===== config.mk =====
export PLATFORM = sky130hd
export DESIGN_NAME = dram_refresh_seq
export DESIGN_NICKNAME = d
export VERILOG_FILES = /design/src/rtl/drs_pkg.sv /design/src/rtl/drs_interval_timer.sv /design/src/rtl/drs_cfg_latch.sv /design/src/rtl/drs_strobe_fsm.sv /design/src/rtl/dram_refresh_seq.sv
export SDC_FILE = /design/constraint.sdc
export NUM_CORES = 1
export LEC_CHECK = 0
export ABC_AREA = 1
export BUFFER_PORTS_ARGS = -buffer_cell sky130_fd_sc_hd__buf_4
export CORE_ASPECT_RATIO = 0.5
export CORE_MARGIN = 3
export CORE_UTILIZATION = 53
export DETAILED_ROUTE_END_ITERATION = 16
export PLACE_DENSITY = 0.72
export SYNTH_ARGS = -nofsm -noshare
export SYNTH_HDL_FRONTEND = slang
export SYNTH_HIERARCHICAL = 1
export SYNTH_SLANG_ARGS = --single-unit

===== constraint.sdc =====
create_clock -name clk_i -period 3.35 [get_ports clk_i]
set_clock_uncertainty 0.1 [all_clocks]
set_input_delay 0.67 -clock clk_i [delete_from_list [all_inputs] [get_ports clk_i]]
set_output_delay 0.67 -clock clk_i [all_outputs]
set_load 0.03 [all_outputs]

===== src/rtl/drs_pkg.sv =====
package drs_pkg;
  localparam int CODE_W        = 3;
  localparam int LEN_W         = 3;
  localparam int DRAM_HOLD_MAX = 5;
  localparam int SDRAM_RC_MAX  = 6;

  typedef enum logic [2:0] {
    ST_IDLE,
    ST_SETUP,
    ST_STROBE,
    ST_CMD,
    ST_WAIT,
    ST_DONE
  } seq_state_e;

  typedef struct packed {
    logic             sdram;
    logic [1:0]       setup_len;
    logic [LEN_W-1:0] tail_len;  // column hold or row cycle length
  } seq_cfg_t;

  localparam seq_cfg_t CFG_RESET = '{sdram: 1'b0, setup_len: 2'd1, tail_len: LEN_W'(1)};
endpackage


===== src/rtl/drs_interval_timer.sv =====
module drs_interval_timer #(
  parameter int CNT_W = 11
) (
  input  logic             clk_i,
  input  logic             rst_ni,
  input  logic             en_i,
  input  logic [CNT_W-1:0] count_val_i,
  output logic             reload_o,
  output logic             expire_o
);
  localparam int TW = CNT_W + 1;
  localparam logic [TW-1:0] FULL = TW'(1) << CNT_W;

  logic [TW-1:0] cnt_q;
  logic          armed_q;
  logic [TW-1:0] reload_val;

  // period - 1 = 2^CNT_W - value
  assign reload_val = FULL - {1'b0, count_val_i};
  assign expire_o   = en_i & armed_q & (cnt_q == '0);
  assign reload_o   = en_i & (~armed_q | (cnt_q == '0));

  always_ff @(posedge clk_i or negedge rst_ni) begin
    if (!rst_ni) begin
      cnt_q   <= '0;
      armed_q <= 1'b0;
    end else if (en_i) begin
      if (reload_o) begin
        cnt_q   <= reload_val;
        armed_q <= 1'b1;
      end else begin
        cnt_q <= cnt_q - TW'(1);
      end
    end
  end
endmodule


===== src/rtl/drs_cfg_latch.sv =====
module drs_cfg_latch
  import drs_pkg::*;
(
  input  logic              clk_i,
  input  logic              rst_ni,
  input  logic              load_i,
  input  logic              sdram_i,
  input  logic              setup_code_i,
  input  logic [CODE_W-1:0] hold_code_i,
  output seq_cfg_t          cfg_o
);
  seq_cfg_t cfg_d, cfg_q;

  always_comb begin
    cfg_d.sdram     = sdram_i;
    cfg_d.setup_len = (setup_code_i && !sdram_i) ? 2'd2 : 2'd1;
    if (sdram_i)
      cfg_d.tail_len = (int'(hold_code_i) >= SDRAM_RC_MAX) ? LEN_W'(SDRAM_RC_MAX)
                                                          : LEN_W'(hold_code_i) + LEN_W'(1);
    else
      cfg_d.tail_len = (int'(hold_code_i) >= DRAM_HOLD_MAX) ? LEN_W'(DRAM_HOLD_MAX)
                                                           : LEN_W'(hold_code_i) + LEN_W'(1);
  end

  always_ff @(posedge clk_i or negedge rst_ni) begin
    if (!rst_ni)     cfg_q <= CFG_RESET;
    else if (load_i) cfg_q <= cfg_d;
  end

  assign cfg_o = cfg_q;
endmodule


===== src/rtl/drs_strobe_fsm.sv =====
module drs_strobe_fsm
  import drs_pkg::*;
(
  input  logic     clk_i,
  input  logic     rst_ni,
  input  logic     start_i,
  input  seq_cfg_t cfg_i,
  output logic     ras_n_o,
  output logic     cas_n_o,
  output logic     done_o,
  output logic     busy_o,
  output logic     idle_o
);
  seq_state_e       state_q;
  seq_cfg_t         snap_q;
  logic [LEN_W-1:0] cnt_q;

  always_ff @(posedge clk_i or negedge rst_ni) begin
    if (!rst_ni) begin
      state_q <= ST_IDLE;
      snap_q  <= CFG_RESET;
      cnt_q   <= '0;
    end else begin
      unique case (state_q)
        ST_IDLE: if (start_i) begin
          snap_q <= cfg_i;
          if (cfg_i.sdram) state_q <= ST_CMD;
          else begin
            state_q <= ST_SETUP;
            cnt_q   <= LEN_W'(cfg_i.setup_len) - LEN_W'(1);
          end
        end
        ST_SETUP: if (cnt_q == '0) begin
          state_q <= ST_STROBE;
          cnt_q   <= snap_q.tail_len - LEN_W'(1);
        end else cnt_q <= cnt_q - LEN_W'(1);
        ST_STROBE: if (cnt_q == '0) state_q <= ST_DONE;
                   else cnt_q <= cnt_q - LEN_W'(1);
        ST_CMD: if (snap_q.tail_len == LEN_W'(1)) state_q <= ST_DONE;
        else begin
          state_q <= ST_WAIT;
          cnt_q   <= snap_q.tail_len - LEN_W'(2);
        end
        ST_WAIT: if (cnt_q == '0) state_q <= ST_DONE;
                 else cnt_q <= cnt_q - LEN_W'(1);
        ST_DONE: state_q <= ST_IDLE;
        default: state_q <= ST_IDLE;
      endcase
    end
  end

  assign cas_n_o = !(state_q == ST_SETUP || state_q == ST_STROBE || state_q == ST_CMD);
  assign ras_n_o = !(state_q == ST_STROBE || state_q == ST_CMD);
  assign done_o  = (state_q == ST_DONE);
  assign idle_o  = (state_q == ST_IDLE);
  assign busy_o  = !idle_o && !done_o;
endmodule


===== src/rtl/dram_refresh_seq.sv =====
module dram_refresh_seq
  import drs_pkg::*;
#(
  parameter int CNT_W = 11
) (
  input  logic              clk_i,
  input  logic              rst_ni,
  input  logic              refresh_en_i,
  input  logic [CNT_W-1:0]  count_val_i,
  input  logic [CODE_W-1:0] hold_code_i,
  input  logic              setup_code_i,
  input  logic              sdram_mode_i,
  input  logic              refresh_gnt_i,
  output logic              refresh_req_o,
  output logic              ras_n_o,
  output logic              cas_n_o,
  output logic              refresh_done_o,
  output logic              busy_o,
  output logic              missed_o
);
  logic     reload, expire, take, seq_idle;
  logic     pend_q, missed_q;
  seq_cfg_t cfg;

  drs_interval_timer #(.CNT_W(CNT_W)) u_timer (
    .clk_i       (clk_i),
    .rst_ni      (rst_ni),
    .en_i        (refresh_en_i),
    .count_val_i (count_val_i),
    .reload_o    (reload),
    .expire_o    (expire)
  );

  drs_cfg_latch u_cfg (
    .clk_i        (clk_i),
    .rst_ni       (rst_ni),
    .load_i       (reload),
    .sdram_i      (sdram_mode_i),
    .setup_code_i (setup_code_i),
    .hold_code_i  (hold_code_i),
    .cfg_o        (cfg)
  );

  assign take = pend_q & refresh_gnt_i & seq_idle;

  // a new expiry wins over a grant in the same cycle
  always_ff @(posedge clk_i or negedge rst_ni) begin
    if (!rst_ni) begin
      pend_q   <= 1'b0;
      missed_q <= 1'b0;
    end else begin
      pend_q   <= expire | (pend_q & ~take);
      missed_q <= missed_q | (expire & pend_q & ~take);
    end
  end

  drs_strobe_fsm u_fsm (
    .clk_i   (clk_i),
    .rst_ni  (rst_ni),
    .start_i (take),
    .cfg_i   (cfg),
    .ras_n_o (ras_n_o),
    .cas_n_o (cas_n_o),
    .done_o  (refresh_done_o),
    .busy_o  (busy_o),
    .idle_o  (seq_idle)
  );

  assign refresh_req_o = pend_q;
  assign missed_o      = missed_q;
endmodule


# ---- Word-level counts from Yosys, hierarchy flattened
# Index checks and enable logic that the tools add are counted.
dict set report op_classes {
  addsub 7
  n_lt_le_gt_ge 2
  n_eq_ne 12
  mux 17
  bitwise 13
  reduce_logical 19
}
# op count
set op_table {}
lappend op_table {{2-to-1 mux 3 bit} 11}
lappend op_table {{case mux 3 bit (4 select lines)} 2}
lappend op_table {{zero test 12 bit} 1}
lappend op_table {{2-to-1 mux 12 bit} 1}
lappend op_table {{subtractor 12 x 1 -> 12 bit, second input constant} 1}
lappend op_table {{subtractor 12 x 11 -> 12 bit, first input constant} 1}
lappend op_table {{AND 1 bit} 8}
lappend op_table {{!= test 2 bit, second input constant} 4}
lappend op_table {{== test 3 x 1 -> 1 bit, second input constant} 2}
lappend op_table {{== test 3 x 2 -> 1 bit, second input constant} 2}
lappend op_table {{== test 3 bit, second input constant} 2}
lappend op_table {{>= comparator 3 bit, second input constant} 2}
lappend op_table {{zero test 3 bit} 2}
lappend op_table {{subtractor 3 x 1 -> 3 bit, second input constant} 2}
lappend op_table {{zero test 1 bit} 5}
lappend op_table {{AND reduction 5 bit} 1}
lappend op_table {{2-to-1 mux 2 bit} 2}
lappend op_table {{!= test 2 x 1 -> 1 bit, second input constant} 2}
lappend op_table {{AND reduction 2 bit} 2}
lappend op_table {{nonzero test 4 bit} 1}
lappend op_table {{adder 3 x 1 -> 3 bit, second input constant} 1}
lappend op_table {{logical OR 1 bit} 3}
lappend op_table {{bitwise OR 1 bit} 3}
lappend op_table {{AND reduction 3 bit} 1}
lappend op_table {{other kinds (6)} 8}
dict set report word_totals {
  regBits 30
  inputBits 20
  output_inout_bits 6
  word_cells 80
}

# ---- Depth between registers and ports, before layout
# Gate-level depths: netlist (run 1).
dict set report logic_depth {
  word_depth 5
  depth_mapped 13
  mapped_depth_nobuf 12
}

# ---- Modules after synthesis
# The synthesis (run 1) kept the hierarchy.
# mod instances cells_per_inst area_each_um2 seq_area_each_um2
set modules_own_cells {}
lappend modules_own_cells {drs_interval_timer 1 176 1174.9 325.3}
lappend modules_own_cells {drs_strobe_fsm 1 124 785.8 226.5}
lappend modules_own_cells {drs_cfg_latch 1 48 360.3 152.6}
lappend modules_own_cells {dram_refresh_seq 1 12 93.8 50.0}

# ---- Least setup slack after synthesis (run 1)
# OpenSTA, ideal clock, no wires.
dict set report synth_timing {
  path_type {reg-to-output}
  start {register u_fsm.state_q[0]}
  end {output port busy_o}
  t_arrival_ps 1607
  required_time_ps 2580
  path_slack_ps 973
  stages_incl_launch_ff 4
  n_path_buf 0
  path_cell_list {dfrtp_1 > inv_1 > nor3_1 > nor2_1}
}
dict set report synth_between {
  elab_chain_len 3
  word_cells_on_any_way 5
  classes_between {eq/ne: 1; reduce/logical: 4}
}
# element line_no
set synth_lines {}
lappend synth_lines {{start: declaration} drs_strobe_fsm.sv:14} ;# seq_state_e state_q;
lappend synth_lines {{start signal: assignment} drs_strobe_fsm.sv:20} ;# state_q <= ST_IDLE;
lappend synth_lines {{start signal: assignment} drs_strobe_fsm.sv:27} ;# if (cfg_i.sdram) state_q <= ST_CMD;
lappend synth_lines {{start signal: assignment} drs_strobe_fsm.sv:29} ;# state_q <= ST_SETUP;
lappend synth_lines {{== test 3 bit} drs_strobe_fsm.sv:54} ;# assign done_o = (state_q == ST_DONE);
lappend synth_lines {{named net refresh_done_o} dram_refresh_seq.sv:17} ;# output logic refresh_done_o,
lappend synth_lines {{zero test 1 bit} drs_strobe_fsm.sv:56} ;# assign busy_o = !idle_o && !done_o;
lappend synth_lines {{logical AND 1 bit} drs_strobe_fsm.sv:56}
lappend synth_lines {{end: declaration} dram_refresh_seq.sv:18} ;# output logic busy_o,
# The timed path passes the listed nets, and every way through them passes these cells.

# ---- Worst setup path after layout (run 1)
dict set report layout_timing {
  start {register u_timer.cnt_q[0]}
  end {register u_cfg.cfg_q (netlist bit u_cfg/cfg_o[4])}
}
dict set report layout_between {
  elab_chain_len 3
}
# element line_no
set layout_lines {}
lappend layout_lines {{start: declaration} drs_interval_timer.sv:14} ;# logic [TW-1:0] cnt_q;
lappend layout_lines {{start signal: assignment} drs_interval_timer.sv:29} ;# cnt_q <= reload_val;
lappend layout_lines {{start signal: assignment} drs_interval_timer.sv:32} ;# cnt_q <= cnt_q - TW'(1);
lappend layout_lines {{zero test 12 bit} drs_interval_timer.sv:21} ;# assign reload_o = en_i & (~armed_q | (cnt_q == '0));
lappend layout_lines {{bitwise OR 1 bit} drs_interval_timer.sv:21}
lappend layout_lines {{AND 1 bit} drs_interval_timer.sv:21}
lappend layout_lines {{named net reload} dram_refresh_seq.sv:21} ;# logic reload, expire, take, seq_idle;
lappend layout_lines {{end signal: assignment} drs_cfg_latch.sv:27} ;# else if (load_i) cfg_q <= cfg_d;
lappend layout_lines {{end: declaration} drs_cfg_latch.sv:12} ;# seq_cfg_t cfg_d, cfg_q;
# The timed path passes the listed nets, and every way through them passes these cells.
# A chain may end at the register's enable or synchronous reset.

==> run_results.csv, run 1 <==
group,metric,value,unit
die,boundaryPins,26,
routing,wirelength,4770,um
yosys,synth_fa_ha_area_share,5.18,%
yosys,synth_edf_count,0,
cts,holdBufCountCts,0,
sta,drv_slew,0,
critical_path,crit_path_cell_trace,"clkinv_1 -> ha_1 -> nand2_2 -> nor2_4 -> nand2_4 -> a21oi_4 -> o21ai_0 -> o21a_1",
critical_path,cp.required,3.42,ns
yosys,synth_compound_gate_area_share,5.49,%
die,die_h,53.7,um
routing,vias,2153,
cts,htree_num_levels,2,
yosys,synth.cell_area,0.00241,mm2
placed_design,place_hpwl,3850,um
power,power_leakage,1.48,nW
final_layout,final_core_util,65.5,%
global_routing,grtUsageTotal,19.9,%
final_layout,final_nets,418,
sta,max_slew_margin,59.0,%
routing,post-route-drc-count,0,
power,clockPowerShare,13.9,%
placed_design,io_buffer_count,25,
yosys,ys_ff_latch,30,
yosys,syn_inst,360,
final_layout,areaGrowthSynthToFinish,12.4,%
critical_path,crit_type,"register to register",
cts,clkTransAtPathRegs,0.06,ns
critical_path,rrSetupSlack,1.13,ns
critical_path,slowest_stage,"a21oi_4",
die,num_rows,16,
global_routing,grt_max_degree,31,
critical_path,critPathArrivalTime,2.28,ns
cts,clockBufferDepth,2,
critical_path,r2r_end,"u_cfg/cfg_o[4]$_DFFE_PN0P_",
yosys,yosysTopAreaCellShare,28.0,%
cts,cts_resized,0,
cts,cts_setup_buffers,0,
critical_path,startpoint_type,"register",
yosys,synth.net_count,390,
yosys,synthTopCellsByArea,"dfrtp_1, nand2_1, inv_1, nor2_1, nand3_1",
yosys,yosys.area_share.simple,44.2,%
yosys,yosys_warnings,6,
power,switching_share,46.9,%
die,die_w,101,um
yosys,muxShareOfSynthArea,0,%
min_path,hp-class,"primary input to async pin",
placed_design,gp_congestion,0.940,
power,cellInternalPower,0.00113,W
final_layout,diodes,0,
yosys,synthXorXnorAreaFrac,3.26,%
cts,clock-sinks,30,
yosys,synth_top_family_by_area,"simple AND/OR/NAND/NOR gates",
sta,period_needed,2.22,ns
cts,cts_made_buffers,5,
power,peakVddDrop,0.335,mV
power,pwr_density_cell,785,mW/mm2
yosys,synth.distinct_cells,31,
sta,finalSetupViolations,0,
cts,clockRootBuffer,"clkbuf_8",
critical_path,crit_start,"u_timer/cnt_q[0]$_DFFE_PN0P_",
critical_path,r2r_start,"u_timer/cnt_q[0]$_DFFE_PN0P_",
power,p_switching,0.00100,W
yosys,synth_most_common_cell,"nand2_1",
global_routing,first_global_vias,2072,
yosys,synthTopCellsByCount,"nand2_1, inv_1, nor2_1",
power,power_frac_comb,53.2,%
yosys,yosysSeqAreaShare,31.2,%
power,seq_power_share,32.9,%
global_routing,grt_overflow,0,
critical_path,cpPeakStageDelay,0.51,ns
die,fp.dieArea,0.00545,mm2
routing,vias_per_cell,4.86,
yosys,synth_ff_type,"dfrtp_1",
final_layout,drive_gt1_share,20.1,%
sta,max_freq,451,MHz
die,start_util,58.3,%
critical_path,ff2ff_path_depth,8,
routing,dr.pass1.iters,4,
yosys,yosys.area.top_type,"dfrtp_1",
yosys,synthArstFlopShare,100,%
cts,tritoncts,"built",
sta,fin_tns_setup,0,ns
die,core,0.00414,mm2
sta,post-route-period-util,66.2,%
global_routing,grt_pass1_wl,8610,um
routing,wl_per_cell,10.8,um
routing,antenna_left,0,
yosys,synth_area_per_cell,6.71,um2
sta,hold_violations,0,
critical_path,cp-end-kind,"register",
sta,rsz0062_at_grt,"no",
global_routing,antenna_found_initial,0,
critical_path,cp_max_fo,19,
sta,worst_pin_slew,0.613,ns
routing,drt_iter0_markers,64,
run_status,status,"finished, final reports clean",
cts,clk_latency,0.27,ns
final_layout,fillers,377,
run,cap_viol_max_count,0,
-- cell type report --
cell class	instances	area, um2	share of cell area [%]
clock buffer	7	86.3	3.18
clock inverter	1	5.00	0.184
sequential	30	754	27.8
tap	54	67.6	2.49
inverter	55	208	7.65
timing repair buffer	25	188	6.92
multi-input combinational	271	1410	51.8
-- state kept, by name (all words and copies together) (netlist names) --
signal and flops:
u_timer/cnt_q 12, u_timer/armed_q 1, refresh_req_o 1, missed_o 1, u_cfg/cfg_o 6, u_fsm/state_q 3
u_fsm/snap_q 3, u_fsm/cnt_q 3
-- critical path, delay by kind of cell (launching register included) --
kind,cells,cell delay [ns]
compound gates,3,0.99
flops,1,0.36
buf+inv,1,0.12
simple gates,3,0.32
fa+ha+maj,1,0.22
-- worst max-delay path by stage --
stage / to / slack (ns) / cells past startpoint
after floorplan: busy_o / 0.97 / 3
after global placement: u_cfg/cfg_o[2]$_DFFE_PN0P_ / 1.24 / 11
after detailed placement: u_cfg/cfg_o[2]$_DFFE_PN0P_ / 1.16 / 11
after CTS: u_cfg/cfg_o[2]$_DFFE_PN0P_ / 1.15 / 11
after global routing: u_cfg/cfg_o[4]$_DFFE_PN0P_ / 0.96 / 8
final: u_cfg/cfg_o[4]$_DFFE_PN0P_ / 1.13 / 8
-- logic make-up (layout without fill, tap and decap cells) --
kind of cell	Yosys count	in the layout
XOR/XNOR	9	9
adder cells (fa/ha/maj)	10	10
flip-flops	30	30
AND/OR/NAND/NOR	230	230
AO/OA/AOI/OAI	22	22
buffers and inverters	59	88
-- cells in the final DEF (no fill, tap or decap), types with 6 or more instances in the layout --
cell type,netlist,routed
nand2_1,116,116
inv_1,49,49
nor2_1,41,41
nand3_1,29,29
dfrtp_1,27,27
buf_4,0,25
nand2_2,14,14
ha_1,10,10
nand3_2,7,7
a21oi_1,7,7
o21ai_0,7,7
clkbuf_8,0,6
-- routing by layer --
layer / up-vias / share of wire (%) / track usage (%)
li1: 1162 / - / -
met1: 960 / 48 / 23.3
met2: 29 / 48 / 39.0
met3: 2 / 3.1 / 3.88
met4: 0 / 0.38 / 3.53
met5: - / 0 / 0
-- power by group through the flow --
| stage | clock (W) | sequential [W] | combinational (W) |
|---|---|---|---|
| 3_3_place_gp | 0 | 0.000700 | 0.00112 |
| 6_report | 0.000296 | 0.000702 | 0.00113 |
| 2_1_floorplan | 0 | 0.000667 | 0.000927 |
| 4_1_cts | 0.000308 | 0.000703 | 0.00114 |
| 3_5_place_dp | 0 | 0.000709 | 0.00113 |
| 5_1_grt | 0.000327 | 0.000729 | 0.00132 |
-- metrics by stage --
step	hold slack, ns	instances	power, W	setup WS [ns]	area [um2]
global placement	0.349	435	0.00182	1.24	2620
global route	0.239	443	0.00237	0.956	2710
floorplan	0.274	360	0.00159	0.973	2410
detailed placement	0.361	435	0.00184	1.16	2620
CTS	0.226	443	0.00215	1.15	2710
finish	0.208	443	0.00213	1.13	2710
No activity file was read; power rests on OpenSTA's default activity.
==> run 2, diff against run 1 <==
PLACE_DENSITY = 0.75   (was 0.72)
clock period = 1.9 ns   (was 3.35 ns; I/O delays follow)
==> run_results.csv, run 2 (synthesis gave the netlist of run 1 again) <==
group,metric,value,unit
power,cellInternalPower,0.00204,W
power,clockPowerShare,13.8,%
critical_path,r2r_end,"u_cfg/cfg_o[2]$_DFFE_PN0P_",
min_path,hp-class,"primary input to register",
sta,worst_slack,0.106,ns
placed_design,place_hpwl,3840,um
power,p_total,0.00383,W
critical_path,cp.required,1.97,ns
global_routing,grtUsageTotal,19.6,%
routing,wl_per_cell,10.8,um
power,switching_share,46.8,%
global_routing,antenna_found_initial,0,
die,die_h,53.7,um
final_layout,drive_gt1_share,21.8,%
die,fp.dieArea,0.00545,mm2
cts,clockBufferDepth,2,
die,boundaryPins,26,
sta,max_slew_margin,75.2,%
critical_path,r2r_start,"u_timer/cnt_q[1]$_DFFE_PN0P_",
critical_path,crit_type,"register to register",
cts,cts_made_buffers,5,
final_layout,final_common_cell,"nand2_1",
power,pwr_density_cell,1380,mW/mm2
sta,finalSetupViolations,0,
routing,post-route-drc-count,0,
run_status,status,"finished, final reports clean",
critical_path,crit_start,"u_timer/cnt_q[1]$_DFFE_PN0P_",
sta,worst_pin_slew,0.372,ns
final_layout,largest_reg_flops,12,
power,power_frac_comb,53.9,%
global_routing,grt_pass1_wl,8390,um
cts,clock-sinks,30,
sta,post-route-period-util,94.4,%
critical_path,ff2ff_path_depth,11,
final_layout,final_nets,424,
min_path,holdPathStages,3,
die,core,0.00414,mm2
critical_path,cp-end-kind,"register",
critical_path,cp_max_fo,5,
min_path,hold_end,"u_cfg/cfg_o[5]$_DFFE_PN0P_",
sta,whs,0.242,ns
power,p_switching,0.00179,W
routing,wirelength,4840,um
power,peakVddDrop,0.550,mV
placed_design,gp_congestion,0.870,
cts,clk_latency,0.28,ns
routing,dr.pass1.iters,4,
cts,clkTransAtPathRegs,0.06,ns
min_path,hold_start,"sdram_mode_i",
cts,clockRootBuffer,"clkbuf_8",
routing,antenna_left,0,
global_routing,grt_overflow,0,
final_layout,final_core_util,66.8,%
die,num_rows,16,
die,die_w,101,um
final_layout,areaGrowthSynthToFinish,14.7,%
critical_path,startpoint_type,"register",
cts,htree_num_levels,2,
routing,drt_iter0_markers,84,
sta,period_needed,1.79,ns
final_layout,largest-register,"u_timer/cnt_q",
global_routing,grt_max_degree,31,
critical_path,rrSetupSlack,0.11,ns
critical_path,critPathArrivalTime,1.86,ns
routing,vias_per_cell,4.98,
routing,vias,2238,
sta,drv_slew,0,
run,cap_viol_max_count,0,
power,seq_power_share,32.3,%
final_layout,diodes,0,
sta,max_freq,558,MHz
placed_design,dp_slack,0.0824,ns
final_layout,mostFrequentLayoutCells,"nand2_1, inv_1, nor2_1, buf_4, nand3_1",
cts,tritoncts,"built",
placed_design,io_buffer_count,25,
die,start_util,58.3,%
sta,hold_violations,0,
global_routing,first_global_vias,2106,
power,power_leakage,1.51,nW
-- run 2: cell count changes in the layout (fill, tap and decap cells not counted), sizes merged --
cell         before  now
buf              25   30
dlygate4sd3       0    1
-- run 2: power groups by stage --
stage	logic [W]	clock network [W]	registers (W)
after CTS	0.00208	0.000542	0.00124
after global placement	0.00203	0	0.00123
after global routing	0.00238	0.000577	0.00128
final	0.00207	0.000528	0.00124
after floorplan	0.00164	0	0.00118
after detailed placement	0.00206	0	0.00124
-- run 2: area by class of cell --
class | instances | area [um2]
inverters | 55 | 208
fillers | 364 | 1370
repair buffers | 31 | 235
flip-flops and latches | 30 | 756
well taps | 54 | 67.6
clock buffers | 7 | 86.3
multi-input cells | 271 | 1410
clock inverters | 1 | 5.00
-- run 2: worst max path at each step --
stage | endpoint | cells after the start
after global routing | u_cfg/cfg_o[2]$_DFFE_PN0P_ | 11
after detailed placement | u_timer/cnt_q[6]$_DFFE_PN0P_ | 10
after CTS | busy_o | 5
after global placement | u_timer/cnt_q[6]$_DFFE_PN0P_ | 10
final | u_cfg/cfg_o[2]$_DFFE_PN0P_ | 11
after floorplan | u_cfg/cfg_o[2]$_DFFE_PN0P_ | 13
-- run 2: critical path, stage by stage, from the launching register on --
cell and delay [ns]:
dfrtp_1 0.39, inv_1 0.07, ha_2 0.19, nand2_2 0.11
nor2_4 0.11, nand2_4 0.08, a21oi_4 0.22, nand2_1 0.09
nor2_2 0.13, nor2_1 0.05, nor2_1 0.10, nor2_1 0.05
-- run 2: what timing repair did --
item	4_1_cts	5_1_grt
setup buffers	0	1
hold buffers	1	0
gates resized for setup	0	2
endpoints found under the hold margin	27	0
endpoints found under the setup margin	0	4
-- run 2: through the flow --
stage | TNS [ns] | area [um2] | std cells
after floorplan | 0 | 2420 | 360
after global placement | 0 | 2660 | 439
after detailed placement | 0 | 2660 | 439
after CTS | 0 | 2760 | 448
after global routing | -0.0101 | 2770 | 449
final | 0 | 2770 | 449
-- run 2: per-layer routing --
layer  part of all wire (%)  vias up  routed length, um  track usage [%]
met5                      0        -                  0                0
li1                       -     1179                  -                -
met1                     46      988               2210             22.0
met3                    4.5        8                217             4.53
met4                    1.3        0                 64             6.18
met2                     48       63               2350             37.8
